===== config.mk =====
export PLATFORM = sky130hd
export DESIGN_NAME = rx_fifo_ageing
export DESIGN_NICKNAME = d
export VERILOG_FILES = /design/src/rtl/rxage_pkg.sv /design/src/rtl/rxage_window.sv /design/src/rtl/rxage_counter.sv /design/src/rtl/rxage_flag.sv /design/src/rtl/rx_fifo_ageing.sv
export SDC_FILE = /design/constraint.sdc
export NUM_CORES = 1
export LEC_CHECK = 0
export CAP_MARGIN = 20
export CORE_MARGIN = 2
export CORE_UTILIZATION = 40
export CTS_BUF_LIST = sky130_fd_sc_hd__clkbuf_8 sky130_fd_sc_hd__clkbuf_16
export CTS_CLUSTER_DIAMETER = 200
export CTS_CLUSTER_SIZE = 20
export DETAILED_ROUTE_END_ITERATION = 16
export DONT_BUFFER_PORTS = 1
export HOLD_SLACK_MARGIN = 0.02
export PLACE_DENSITY_LB_ADDON = 0.05
export SLEW_MARGIN = 15
export SYNTH_ARGS = -nofsm -noshare
export SYNTH_HDL_FRONTEND = slang
export SYNTH_SLANG_ARGS = --single-unit
export TNS_END_PERCENT = 50

===== constraint.sdc =====
create_clock -name clk -period 1.87 [get_ports clk]
set_input_delay 0.561 -clock clk [delete_from_list [all_inputs] [get_ports clk]]
set_output_delay 0.561 -clock clk [all_outputs]
set_load 0.03 [all_outputs]

===== src/rtl/rxage_pkg.sv =====
package rxage_pkg;

  // Run state of the idle-character timer.
  typedef enum logic {
    AGE_IDLE = 1'b0,
    AGE_RUN  = 1'b1
  } age_state_e;

  // Bits needed to hold the values 0 .. limit-1 (at least one bit).
  function automatic int unsigned count_width(input int unsigned limit);
    int unsigned w;
    w = 1;
    while ((longint'(1) << w) < longint'(limit)) begin
      w++;
    end
    return w;
  endfunction

endpackage


===== src/rtl/rxage_window.sv =====
// Decides when the timer may count and when it must restart.
module rxage_window (
  input  logic fifo_empty,
  input  logic rx_ready,
  input  logic push,
  input  logic pop,
  output logic restart,
  output logic window_open
);

  always_comb begin
    restart     = push | pop;
    window_open = ~fifo_empty & ~rx_ready;
  end

endmodule


===== src/rtl/rxage_counter.sv =====
// Timeout counter with restart, stop and a single-cycle expiry pulse.
module rxage_counter
  import rxage_pkg::*;
#(
  parameter int unsigned TIMEOUT = 8
) (
  input  logic clk,
  input  logic rst_n,
  input  logic restart,
  input  logic window_open,
  output logic expire
);

  localparam int unsigned CNT_W = count_width(TIMEOUT);
  localparam logic [CNT_W-1:0] LAST = CNT_W'(TIMEOUT - 1);

  age_state_e       state_q, state_d;
  logic [CNT_W-1:0] cnt_q, cnt_d;
  logic             cnt_en;
  logic             at_last;

  // Next state: a restart wins over everything, a closed window stops the
  // count, and the final count stops it with an expiry pulse.
  always_comb begin
    at_last = (cnt_q == LAST);
    state_d = state_q;
    cnt_d   = cnt_q;
    expire  = 1'b0;
    if (restart) begin
      state_d = AGE_RUN;
      cnt_d   = '0;
    end else if (!window_open) begin
      state_d = AGE_IDLE;
      cnt_d   = '0;
    end else if (state_q == AGE_RUN) begin
      if (at_last) begin
        expire  = 1'b1;
        state_d = AGE_IDLE;
        cnt_d   = '0;
      end else begin
        cnt_d = cnt_q + 1'b1;
      end
    end
  end

  // Clock enable: the registers hold while idle with the window open.
  always_comb begin
    cnt_en = restart | ~window_open | (state_q == AGE_RUN);
  end

  always_ff @(posedge clk or negedge rst_n) begin
    if (!rst_n) begin
      state_q <= AGE_IDLE;
      cnt_q   <= '0;
    end else if (cnt_en) begin
      state_q <= state_d;
      cnt_q   <= cnt_d;
    end
  end

endmodule


===== src/rtl/rxage_flag.sv =====
// Sticky status bit (set wins over clear) and its gated interrupt.
module rxage_flag (
  input  logic clk,
  input  logic rst_n,
  input  logic expire,
  input  logic clr,
  input  logic irq_en,
  output logic status,
  output logic irq
);

  logic status_q, status_d;
  logic flag_en;

  always_comb begin
    flag_en  = expire | clr;
    status_d = expire | (status_q & ~clr);
  end

  always_ff @(posedge clk or negedge rst_n) begin
    if (!rst_n) begin
      status_q <= 1'b0;
    end else if (flag_en) begin
      status_q <= status_d;
    end
  end

  always_comb begin
    status = status_q;
    irq    = status_q & irq_en;
  end

endmodule


===== src/rtl/rx_fifo_ageing.sv =====
// Idle-character timeout for a UART receive FIFO.
module rx_fifo_ageing #(
  parameter int unsigned CYCLES_PER_BIT = 868,
  parameter int unsigned CHAR_BITS      = 10,
  parameter int unsigned AGE_CHARS      = 8
) (
  input  logic clk,
  input  logic rst_n,
  input  logic fifo_empty,
  input  logic rx_ready,
  input  logic push,
  input  logic pop,
  input  logic age_irq_en,
  input  logic age_clr,
  output logic age_status,
  output logic age_irq
);

  localparam int unsigned TIMEOUT_CYCLES = CYCLES_PER_BIT * CHAR_BITS * AGE_CHARS;

  logic restart;
  logic window_open;
  logic expire;

  rxage_window u_window (
    .fifo_empty  (fifo_empty),
    .rx_ready    (rx_ready),
    .push        (push),
    .pop         (pop),
    .restart     (restart),
    .window_open (window_open)
  );

  rxage_counter #(
    .TIMEOUT (TIMEOUT_CYCLES)
  ) u_counter (
    .clk         (clk),
    .rst_n       (rst_n),
    .restart     (restart),
    .window_open (window_open),
    .expire      (expire)
  );

  rxage_flag u_flag (
    .clk    (clk),
    .rst_n  (rst_n),
    .expire (expire),
    .clr    (age_clr),
    .irq_en (age_irq_en),
    .status (age_status),
    .irq    (age_irq)
  );

endmodule


# --- Word-level counts from Yosys, hierarchy flattened ---
# Cells that the tools add are included.
word_totals:
  regBits: 19
  inputBits: 8
  out_inout_bits: 2
  word_cells: 31
op_classes:
  addsub: 1
  eq_ne: 2
  muxes: 12
  bitwise: 12
  n_reduce_logical: 1
op_table:
  columns: ["cell", "n"]
  rows:
  - ["$mux W17", 4]
  - ["$add A17 B1 Y17 const B", 1]
  - ["$eq A17 B17 Y1 const B", 1]
  - ["$mux W1", 8]
  - ["$or A1 B1 Y1", 5]
  - ["$not A1 Y1", 4]
  - ["$and A1 B1 Y1", 3]
  - ["$ne A3 B2 Y1 const B", 1]
  - ["$reduce_and A2 Y1", 1]

# --- Depth between registers and ports, before layout ---
# Gate-level depths: netlist (run 1).
logic_depth:
  ltp_word: 6
  mapped_depth: 7
  mapped_depth_nobuf: 5

# --- Hierarchy ---
# Synthesis (run 1) repeated with hierarchy kept, for this count alone.
hier_totals:
  hier_cells: 128
  area_unflattened_um2: 1156.1
modules_own_cells:
  columns: ["mod", "n_inst", "cells_each", "area_per_inst_um2", "seq_area_each_um2"]
  rows:
  - ["rxage_counter", 1, 122, 1103.6, 450.4]
  - ["rxage_flag", 1, 4, 42.5, 25.0]
  - ["rxage_window", 1, 2, 10.0, 0.0]

# --- Worst setup path after synthesis (run 1) ---
# Ideal clock, no wire load.
synth_timing:
  path_type: "input-to-reg"
  from: "input rx_ready"
  to: "register u_counter.cnt_q[16]"
  setup_ns: 0.095
  arrival_ns: 1.533
  t_required_ns: 1.775
  setup_slack_ns: 0.241
  cell_stages: 5
  path_buffers: 1
  cell_sequence: "or4_1 buf_2 nor2_4 a22oi_1 o31ai_1"
synth_via:
  elab_chain_len: 6
  elab_cells_between_ends: 9
  cone_classes: "eq/ne (1); mux (2); bitwise (5); reduce/logical (1)"
synth_rtl:
  columns: ["element", "line_no", "text"]
  rows:
  - ["from (decl)", "rx_fifo_ageing.sv:10", "input logic rx_ready,"]
  - ["$not A1 Y1 *", "rxage_window.sv:13", "window_open = ~fifo_empty & ~rx_ready;"]
  - ["$and A1 B1 Y1 *", "rxage_window.sv:13", null]
  - ["$not A1 Y1", "rxage_counter.sv:48", "cnt_en = restart | ~window_open | (state_q == AGE_RUN);"]
  - ["$or A1 B1 Y1 (2 in series)", "rxage_counter.sv:48", null]
  - ["$reduce_and A2 Y1 (no line)", null, null]
  - ["to (signal assigned)", "rxage_counter.sv:57", "cnt_q <= cnt_d;"]
  - ["to (decl)", "rxage_counter.sv:18", "logic [CNT_W-1:0] cnt_q, cnt_d;"]
# Mark *: on every way between the ends. The rest lies on a longest branch, timed or not.
# A chain may end at the register's enable or synchronous reset.

# --- Worst setup path after layout (run 1) ---
layout_timing:
  from: "register u_counter.cnt_q[0]"
  to: "register u_counter.cnt_q[3]"
layout_via:
  elab_chain_len: 5
  elab_cells_between_ends: 6
  cone_classes: "add/sub (1); eq/ne (1); mux (4)"
layout_rtl:
  columns: ["element", "line_no", "text"]
  rows:
  - ["$add A17 B1 Y17 or $eq A17 B17 Y1 (tied branches)", "rxage_counter.sv:41, rxage_counter.sv:25", null]
  - ["$mux W17 *", "rxage_counter.sv:36", "if (at_last) begin"]
  - ["$mux W17 *", "rxage_counter.sv:35", "end else if (state_q == AGE_RUN) begin"]
  - ["$mux W17 *", "rxage_counter.sv:32", "end else if (!window_open) begin"]
  - ["$mux W17 *", "rxage_counter.sv:29", "if (restart) begin"]
# Mark *: on every way between the ends. The rest lies on a longest branch, timed or not. The select of a mux whose other input is x is not followed.

==> results of run 1 <==
==> kinds of logic after synthesis <==
kind of cell / after synthesis
AOI/OAI and AO/OA: 31
xor gates and xnor gates: 3
adders and majority gates: 1
buffers and inverters: 11
DFF: 19
and+or+nand+nor: 64
==> cells in the final DEF (no fill, tap or decap), drive strengths merged <==
cell / instances
nor4b: 1
buf: 13
o31ai: 2
nand3: 11
o21bai: 2
nor2: 6
nand4b: 1
o211ai: 4
a31oi: 1
and2: 3
nor4bb: 1
nor4: 2
o21ai: 6
o2111ai: 5
or2: 1
nand4: 10
nor3: 2
ha: 1
or2b: 1
o41a: 1
o41ai: 1
nor2b: 1
a31o: 1
or3: 4
a22oi: 1
dfrtp: 19
clkbuf: 3
o311ai: 2
or4: 2
o221ai: 1
and3: 3
xor2: 3
a21oi: 4
nand2: 14
and4: 1
dlygate4sd3: 1
inv: 4
==> worst reg2reg max path, delay by kind of cell (launching register included) <==
family	cells	cell delay (ns)
compound gates	2	0.35
fa+ha+maj	1	0.21
buf+inv	1	0.19
flops	1	0.40
simple gates	2	0.46
==> power groups by stage <==
| stage | logic, W | registers, W | clock network, W |
|---|---|---|---|
| floorplan | 0.0000140 | 0.000422 | 0 |
| global placement | 0.0000255 | 0.000422 | 0 |
| detailed placement | 0.0000250 | 0.000422 | 0 |
| CTS | 0.0000354 | 0.000413 | 0.000306 |
| global route | 0.0000395 | 0.000414 | 0.000320 |
| finish | 0.0000347 | 0.000413 | 0.000295 |
==> worst min path at each step <==
| stage | slack [ns] | start | endpoint | cells past startpoint |
|---|---|---|---|---|
| floorplan | 0.27 | rst_n | u_counter.cnt_q[0] | 0 |
| global placement | 0.27 | rst_n | u_counter.cnt_q[12] | 0 |
| detailed placement | 0.27 | rst_n | u_counter.cnt_q[3] | 0 |
| CTS | 0.40 | push | u_counter.state_q | 2 |
| global route | 0.42 | push | u_counter.state_q | 2 |
| finish | 0.41 | push | u_counter.state_q | 2 |
==> repair_timing <==
item,in CTS,in global routing
hold buffers,1,0
buffers inserted,0,0
endpoints found under the hold margin,19,0
resized for setup,0,2
setup endpoints to repair,0,3
==> layout make-up <==
| cell class | instances | area [µm²] | area share, % |
|---|---|---|---|
| Multi-Input combinational cell | 99 | 659 | 49.3 |
| Sequential cell | 19 | 475 | 35.5 |
| Timing Repair Buffer | 14 | 108 | 8.04 |
| Clock buffer | 3 | 41.3 | 3.09 |
| Tap cell | 31 | 38.8 | 2.90 |
| Inverter | 3 | 11.3 | 0.842 |
| Clock inverter | 1 | 3.75 | 0.281 |
==> metrics by stage <==
step | hold slack (ns) | total power [W] | instance area, µm²
finish | 0.407 | 0.000744 | 1340
CTS | 0.399 | 0.000755 | 1330
global placement | 0.266 | 0.000447 | 1280
floorplan | 0.265 | 0.000436 | 1200
global route | 0.424 | 0.000773 | 1340
detailed placement | 0.266 | 0.000447 | 1280
==> registers in the layout, indices dropped and copies added (netlist names) <==
name / count
u_counter.cnt_q: 17
u_counter.state_q: 1
u_flag.status: 1
==> synth_stat cells, types with 3 or more instances <==
master	number
dfrtp_1	19
a21oi_1	4
o2111ai_1	5
xor2_1	3
nand3_1	11
buf_2	4
buf_6	3
o21ai_0	6
o211ai_1	4
nor2_1	5
nand4_1	8
nand2_1	13
or3_1	4
inv_1	3
==> per-layer routing <==
layer	track usage, %	wire, µm
met5	0	0
met4	9.74	65
met3	2.42	206
met2	31.3	1350
met1	27.7	1420
==> results.ini, run 1 <==
[setup_path]
cp-start-kind = flop
end_kind = flop
cp_num_buf_inv = 1
timing.rr.start = u_counter.cnt_q[0]
cp-endpoint = u_counter.cnt_q[3]
cpPeakStageDelay_ns = 0.40
worstPathArrival_ns = 1.88
reg2reg_depth = 6
r2r-end = u_counter.cnt_q[3]
startpoint = u_counter.cnt_q[0]
critPathSlowestCell = dfrtp_1
worst-path-max-fanout = 7
worstPathRequired_ns = 2.01
rrSetupSlack_ns = 0.13
path_cells = ha_1, and3_2, nand4_2, buf_4, o2111ai_1, o211ai_1
crit_family = simple AND/OR/NAND/NOR gates
setup.worst_path.class = reg -> reg
path_depth = 6

[pwr]
combinationalPowerShare_pct = 4.7
p_leak_nw = 0.531
seqPwrFrac_pct = 55.6
pwr-share-clk_pct = 39.7
power.switching_w = 0.000175
ir_worst_vdd_uv = 329
p_per_area_mw_per_mm2 = 556
p_sw_share_pct = 23.5
p_int_w = 0.000569

[clock_tree]
clock_latency_ns = 0.26
h-tree-depth = 1
cts.sinks = 19
cts_tree = built
cts_buffers = 3
clock_path_buffers = 2
cts_root_buf = clkbuf_8
path_clk_slew_ns = 0.07

[route]
routedWlPerCell_um = 17.9
wl_mm = 3.04
dr.pass1.iters = 4
drc = 0
ant_nets = 0
vias_per_cell = 6.45
drt-initial-drc-count = 41
route.vias.total = 1097

[floorplanning]
die_h_um = 58.8
io_pins = 10
fp.dieW_um = 58.8
core_mm2 = 0.00281
rows = 19
die-area_mm2 = 0.00345
initial_utilization_pct = 42.8

[cells_and_area]
final_util_pct = 47.7
nets = 149
drive_gt1_share_pct = 19.4
fin_cells = 170
diodes = 0
num-fill-cells = 280
syn2layout_area_growth_pct = 11.5

[timing]
fin_crit_ns = 1.74
max_freq_ghz = 0.575
fin_ws_ns = 0.131
maxSlewViolCount = 0
hold_viol_final = 0
tns_ns = 0
setup_viol = 0
clock_skew_ns = 0.00107
rsz0062_at_grt = no
fin_crit_sh_pct = 93.0
worstMarginPinSlew_ns = 0.894
slew_headroom_pct = 40.2

[place]
gp_congestion = 1.03
hpwl_mm = 2.21
pre_cts_ws_ns = 0.0764
dpl.cell_count = 165
port_buffers = 0

[logic_synthesis]
synthCells = 129
synthFlopType = dfrtp_1
synthMuxAreaShare_pct = 0
synthArstFlopShare_pct = 100
synth_top_family_by_area = simple AND/OR/NAND/NOR gates
yosysUniqueCellTypes = 45
synth-simple-area-share_pct = 32.8
syn_nets = 138
ys_top_cells_by_area = dfrtp_1 40%, nand3_1 4.6%, nand4_1 4.2%
yosys.area.top_type = dfrtp_1
synth_warnings = 0
synth_edf_count = 0
synth_fa_ha_area_share_pct = 1.04
syn_area_per_cell_um2 = 9.30
yosysTopAreaCellShare_pct = 39.6
synth_compound_area_share_pct = 18.6
ys_seq_elements = 19
synth.cell_area_mm2 = 0.00120
synth.yosys.seq_area_share_pct = 39.6
synth_xor_area_share_pct = 2.19

[grt]
first_global_vias = 1078
grt_use_total_pct = 20.1
grt_max_degree = 20
overflow = 0
grt_pass1_wl_mm = 5.15
antenna_found_initial = 0

[status]
status = complete, no violations

[worst_hold_path]
hold_path.class = in -> reg

[job]
maxCapViolCount = 0

No activity file was read; power rests on OpenSTA's default activity.
==> run 2, diff against run 1 <==
CELL_PAD_IN_SITES_DETAIL_PLACEMENT = 2   (was not set)
CELL_PAD_IN_SITES_GLOBAL_PLACEMENT = 2   (was not set)
CORE_UTILIZATION = 39   (was 40)
==> run 2 against run 1 <==
  * Hold slack got worse by 0.0059 ns
  * Critical path depth unchanged
  * Combinational power decreased by 3%
  * Register-to-register slack got worse by 0.04 ns
  * Via count increased by 4.2%
  * Flip-flop and latch count unchanged
  * Clock skew about the same
  * Core utilization decreased by 1.5 points
  * Sequential power about the same
  * Cell count increased by 4.1%
  * Routed wire length increased by 28%
==> results.ini, run 2 (same netlist as run 1, synthesis figures left out) <==
[floorplanning]
initial_utilization_pct = 40.3  ; was 42.8%
io_pins = 10  ; unchanged
rows = 20  ; was 19
core_mm2 = 0.00298  ; was 0.00281 mm²
fp.dieW_um = 59.5  ; was 58.8 µm
die-area_mm2 = 0.00354  ; was 0.00345 mm²
die_h_um = 59.5  ; was 58.8 µm

[route]
drc = 0  ; unchanged
route.vias.total = 1143  ; was 1,097
wl_mm = 3.89  ; was 3.04 mm
dr.pass1.iters = 4  ; unchanged
drt-initial-drc-count = 52  ; was 41
vias_per_cell = 6.46  ; was 6.45
ant_nets = 0  ; unchanged
routedWlPerCell_um = 22.0  ; was 17.9 µm

[clock_tree]
cts_root_buf = clkbuf_8  ; unchanged
cts.sinks = 19  ; unchanged
clock_path_buffers = 2  ; unchanged
cts_buffers = 3  ; unchanged
clock_latency_ns = 0.26  ; about the same
path_clk_slew_ns = 0.08  ; was 0.07 ns
cts_tree = built  ; unchanged
h-tree-depth = 1  ; unchanged

[grt]
overflow = 0  ; unchanged
use_met2_pct = 41.0  ; was 31.3%
grt_use_total_pct = 25.8  ; was 20.1%
antenna_found_initial = 0  ; unchanged
grt_max_degree = 20  ; unchanged
grt-busiest-layer = met2  ; unchanged
gr-usage-met3_pct = 3.28  ; was 2.42%
grt_pass1_wl_mm = 6.71  ; was 5.15 mm
grtUsageMet1_pct = 36.1  ; was 27.7%
first_global_vias = 1288  ; was 1,078

[setup_path]
end_kind = flop  ; unchanged
cp-start-kind = flop  ; unchanged
worstPathRequired_ns = 2.06  ; was 2.01 ns
worst-path-max-fanout = 6  ; was 7
setup.worst_path.class = reg -> reg  ; unchanged
worstPathArrival_ns = 1.97  ; was 1.88 ns

[pwr]
p_per_area_mw_per_mm2 = 543  ; was 556 mW/mm²
p_leak_nw = 0.558  ; was 0.531 nW
ir_worst_vdd_uv = 231  ; was 329 µV

[cells_and_area]
regMostFlops = u_counter.cnt_q  ; unchanged
fin_cells = 177  ; was 170
num-fill-cells = 335  ; was 280
syn2layout_area_growth_pct = 14.7  ; was 11.5%
drive_gt1_share_pct = 22.2  ; was 19.4%
diodes = 0  ; unchanged
largest_reg_flops = 17  ; unchanged
layout_commonest_cell = dfrtp_1  ; unchanged
mostFrequentLayoutCells = 19 x dfrtp_1, 18 x buf_4, 12 x nand2_1, 11 x nand3_1, 8 x nand4_1  ; was 19 x dfrtp_1, 13 x nand2_1, 13 x buf_4, 11 x nand3_1, 8 x nand4_1
nets = 154  ; was 149

[timing]
clock_skew_ns = 0.000595  ; was 0.00107 ns
worstMarginPinSlew_ns = 0.888  ; was 0.894 ns
fin_crit_sh_pct = 95.4  ; was 93.0%
maxSlewViolCount = 0  ; unchanged
fin_ws_ns = 0.0867  ; was 0.131 ns
slew_headroom_pct = 40.6  ; was 40.2%
setup_viol = 0  ; unchanged
hold_viol_final = 0  ; unchanged
fin_crit_ns = 1.78  ; was 1.74 ns
max_freq_ghz = 0.561  ; was 0.575 GHz

[status]
status = complete, no violations  ; unchanged

[place]
pre_cts_ws_ns = 0.0650  ; was 0.0764 ns
dpl.cell_count = 172  ; was 165
hpwl_mm = 2.83  ; was 2.21 mm
gp_congestion = 0.898  ; was 1.03
port_buffers = 0  ; unchanged

[worst_hold_path]
hold_path.class = in -> reg  ; unchanged

[job]
maxCapViolCount = 0  ; unchanged

[run 2: cell types whose count changed in the layout (fill, tap and decap cells not counted), sizes merged]
cell  before  now
buf       13   18
[run 2: path summary, 6_finish.rpt]
check | start | endpoint | slack [ns] | cells past startpoint
max in group asynchronous | rst_n | u_counter.cnt_q[7] | 0.47 | 1
hold reg to reg | u_counter.cnt_q[12] | u_counter.cnt_q[12] | 0.61 | 1
setup reg to reg | u_counter.cnt_q[0] | u_counter.cnt_q[14] | 0.09 | 6
setup / recovery | u_counter.cnt_q[0] | u_counter.cnt_q[14] | 0.09 | 6
hold / removal | push | u_counter.state_q | 0.40 | 2
min in group asynchronous | rst_n | u_counter.cnt_q[0] | 0.86 | 1
[run 2: final cells by class]
| class | count | area [µm²] | area share [%] |
|---|---|---|---|
| timing repair buffer | 19 | 145 | 10.5 |
| clock buffer | 3 | 41.3 | 3.00 |
| multi-input combinational | 99 | 658 | 47.8 |
| clock inverter | 1 | 3.75 | 0.273 |
| sequential | 19 | 475 | 34.5 |
| tap | 33 | 41.3 | 3.00 |
| inverter | 3 | 11.3 | 0.818 |
[run 2: metrics by stage]
step	setup TNS (ns)	hold WS (ns)	util [%]	power (W)	instance area [µm²]
floorplan	0	0.265	-	0.000436	1200
global placement	0	0.266	44.3	0.000449	1320
detailed placement	0	0.266	44.3	0.000449	1320
CTS	0	0.401	46.1	0.000758	1370
global route	-0.000845	0.423	46.2	0.000776	1380
finish	0	0.401	46.2	0.000747	1380
[run 2: critical path, cell delays in order, from the launching register on]
cell and delay (ns):
dfrtp_1 0.45, ha_1 0.24, and3_2 0.21, buf_4 0.16, nand4_4 0.12, or3_1 0.36, a21oi_1 0.16
[run 2: layer usage]
metal / vias up / wire, µm
li1: 528 / -
met1: 587 / 1890
met5: - / 0
met3: 7 / 98
met2: 21 / 1840
met4: 0 / 60
[run 2: timing repair]
action / 4_1_cts / 5_1_grt
gates resized for setup: 0 / 1
endpoints found under the hold margin: 19 / 0
setup endpoints to repair: 0 / 4
hold buffers: 1 / 0
setup buffers: 0 / 0
[run 2: report_power, final]
part           switching [W]   total, W  internal [W]  leakage, nW
sequential        0.00000414   0.000416      0.000412        0.261
clock               0.000151   0.000297      0.000147       0.0269
combinational      0.0000226  0.0000336     0.0000110        0.270
==> run 3, diff against run 2 <==
HOLD_SLACK_MARGIN = not set   (was 0.02)
PLACE_DENSITY = 0.84   (was not set)
PLACE_DENSITY_LB_ADDON = not set   (was 0.05)
RECOVER_POWER = 100   (was not set)
==> run 3 against run 2 <==
  * Flip-flop and latch count unchanged
  * Critical path depth decreased by 2
  * Power increased by 2.9%
  * Sequential share of layout area increased by 0.54 points
  * Design area decreased by 1.5%
  * Combinational power increased by 2%
  * Worst setup slack got worse by 0.0029 ns
  * Critical path type unchanged
  * Largest cell class unchanged
==> results.ini, run 3 (same netlist as run 1, synthesis figures left out) <==
[floorplanning]
initial_utilization_pct = 40.3  ; unchanged
core_mm2 = 0.00298  ; unchanged
rows = 20  ; unchanged
io_pins = 10  ; unchanged
fp.dieW_um = 59.5  ; unchanged
die_h_um = 59.5  ; unchanged
die-area_mm2 = 0.00354  ; unchanged

[clock_tree]
clock_latency_ns = 0.28  ; was 0.26 ns
cts_setup_buffers = 0  ; unchanged
cts_tree = built  ; unchanged
cts_root_buf = clkbuf_8  ; unchanged
h-tree-depth = 1  ; unchanged
cts_buffers = 3  ; unchanged
path_clk_slew_ns = 0.09  ; was 0.08 ns
clock_path_buffers = 2  ; unchanged
cts.sinks = 19  ; unchanged

[grt]
grt_max_degree = 20  ; unchanged
grt_pass1_wl_mm = 7.09  ; was 6.71 mm
first_global_vias = 1289  ; was 1,288
overflow = 0  ; unchanged
grt_use_total_pct = 28.9  ; was 25.8%
antenna_found_initial = 0  ; unchanged

[route]
drt-initial-drc-count = 23  ; was 52
wl_mm = 4.47  ; was 3.89 mm
ant_nets = 0  ; unchanged
routedWlPerCell_um = 25.7  ; was 22.0 µm
drc = 0  ; unchanged
vias_per_cell = 6.71  ; was 6.46
route.vias.total = 1167  ; was 1,143
dr.pass1.iters = 4  ; unchanged

[cells_and_area]
diodes = 0  ; unchanged
layout_commonest_cell = dfrtp_1  ; unchanged
regMostFlops = u_counter.cnt_q  ; unchanged
syn2layout_area_growth_pct = 12.9  ; was 14.7%
fin_cells = 174  ; was 177
largest_reg_flops = 17  ; unchanged
drive_gt1_share_pct = 20.6  ; was 22.2%
nets = 151  ; was 154
mostFrequentLayoutCells = 19 x dfrtp_1, 14 x buf_4, 13 x nand2_1, 11 x nand3_1, 8 x nand4_1  ; was 19 x dfrtp_1, 18 x buf_4, 12 x nand2_1, 11 x nand3_1, 8 x nand4_1

[setup_path]
cp-start-kind = flop  ; unchanged
reg2reg_depth = 4  ; was 6
end_kind = flop  ; unchanged
r2r-end = u_counter.cnt_q[13]  ; was u_counter.cnt_q[14]
cpPeakStageDelay_ns = 0.52  ; was 0.45 ns
worst-path-max-fanout = 7  ; was 6
timing.rr.start = u_counter.cnt_q[8]  ; was u_counter.cnt_q[0]
worstPathRequired_ns = 1.99  ; was 2.06 ns
setup.worst_path.class = reg -> reg  ; unchanged
rrSetupSlack_ns = 0.08  ; was 0.09 ns
worstPathArrival_ns = 1.91  ; was 1.97 ns
path_cells = and4_2, nand3_1, o311ai_0, o41ai_1  ; was ha_1, and3_2, buf_4, nand4_4, or3_1, a21oi_1
critPathSlowestCell = dfrtp_1  ; unchanged

[timing]
hold_viol_final = 0  ; unchanged
fin_crit_ns = 1.79  ; was 1.78 ns
tns_ns = 0  ; unchanged
setup_viol = 0  ; unchanged
worstMarginPinSlew_ns = 0.945  ; was 0.888 ns
rsz0062_at_grt = no
max_freq_ghz = 0.560  ; was 0.561 GHz
slew_headroom_pct = 36.8  ; was 40.6%
clock_skew_ns = 0.00906  ; was 0.000595 ns
fin_crit_sh_pct = 95.5  ; was 95.4%
maxSlewViolCount = 0  ; unchanged

[place]
hpwl_mm = 3.23  ; was 2.83 mm
gp_congestion = 0.894  ; was 0.898
port_buffers = 0  ; unchanged
dpl.cell_count = 169  ; was 172

[job]
maxCapViolCount = 0  ; unchanged

[pwr]
p_leak_nw = 0.537  ; was 0.558 nW
p_per_area_mw_per_mm2 = 568  ; was 543 mW/mm²
ir_worst_vdd_uv = 377  ; was 231 µV

[status]
status = complete, no violations  ; unchanged

[worst_hold_path]
holdPathEnd = u_counter.state_q  ; unchanged
holdPathStages = 2  ; unchanged
hold_path.class = in -> reg  ; unchanged
worstHoldStart = push  ; unchanged

[run 3: per-stage QoR]
stage	setup slack, ns	instance area, µm²	hold slack (ns)	utilization (%)	total power (W)
after global routing	0.0195	1360	0.419	45.5	0.000787
after global placement	0.131	1300	0.266	43.5	0.000446
final	0.0838	1360	0.396	45.5	0.000769
after detailed placement	0.0471	1300	0.266	43.5	0.000448
after floorplan	0.241	1200	0.265	-	0.000436
after CTS	0.0932	1360	0.400	45.5	0.000773
[run 3: repair_timing]
| action | in CTS | in global routing |
|---|---|---|
| gates resized for setup | 0 | 2 |
| hold buffers | 1 | 0 |
| setup endpoints to repair | 0 | 2 |
| hold endpoints to repair | 19 | 0 |
[run 3: area by class of cell]
class,count,area [µm²]
tap,33,41.3
multi-input combinational,99,659
fill,325,1620
timing repair buffer,16,119
clock inverter,1,7.51
sequential,19,475
clock buffer,3,41.3
inverter,3,11.3
[run 3: routing by layer]
metal  global-route usage (%)  vias up  part of all wire, %
li1                         -      522                    -
met1                     35.6      600                   42
met2                     46.9       32                   51
met3                     4.80       13                  3.1
met4                     17.2        0                  3.4
met5                        0        -                    0
[run 3: critical path: cells and delay by family (launching register included)]
kind             cells  cell delay, ns
AO/OA/AOI/OAI        2            0.63
flip-flops           1            0.52
AND/OR/NAND/NOR      2            0.49
[run 3: where the power goes]
| group | internal, W | total, W | switching [W] |
|---|---|---|---|
| clock network | 0.000151 | 0.000318 | 0.000167 |
| registers | 0.000412 | 0.000417 | 0.00000455 |
| logic | 0.00000965 | 0.0000342 | 0.0000245 |
[run 3: worst max-delay path by stage]
stage	from	end	slack [ns]	depth (start not counted)
after floorplan	rx_ready	u_counter.cnt_q[16]	0.24	5
after global placement	rx_ready	u_counter.cnt_q[13]	0.13	5
after detailed placement	rx_ready	u_counter.cnt_q[13]	0.05	5
after CTS	u_counter.cnt_q[8]	u_counter.cnt_q[15]	0.09	5
after global routing	u_counter.cnt_q[0]	u_counter.cnt_q[14]	0.02	6
final	u_counter.cnt_q[8]	u_counter.cnt_q[13]	0.08	4
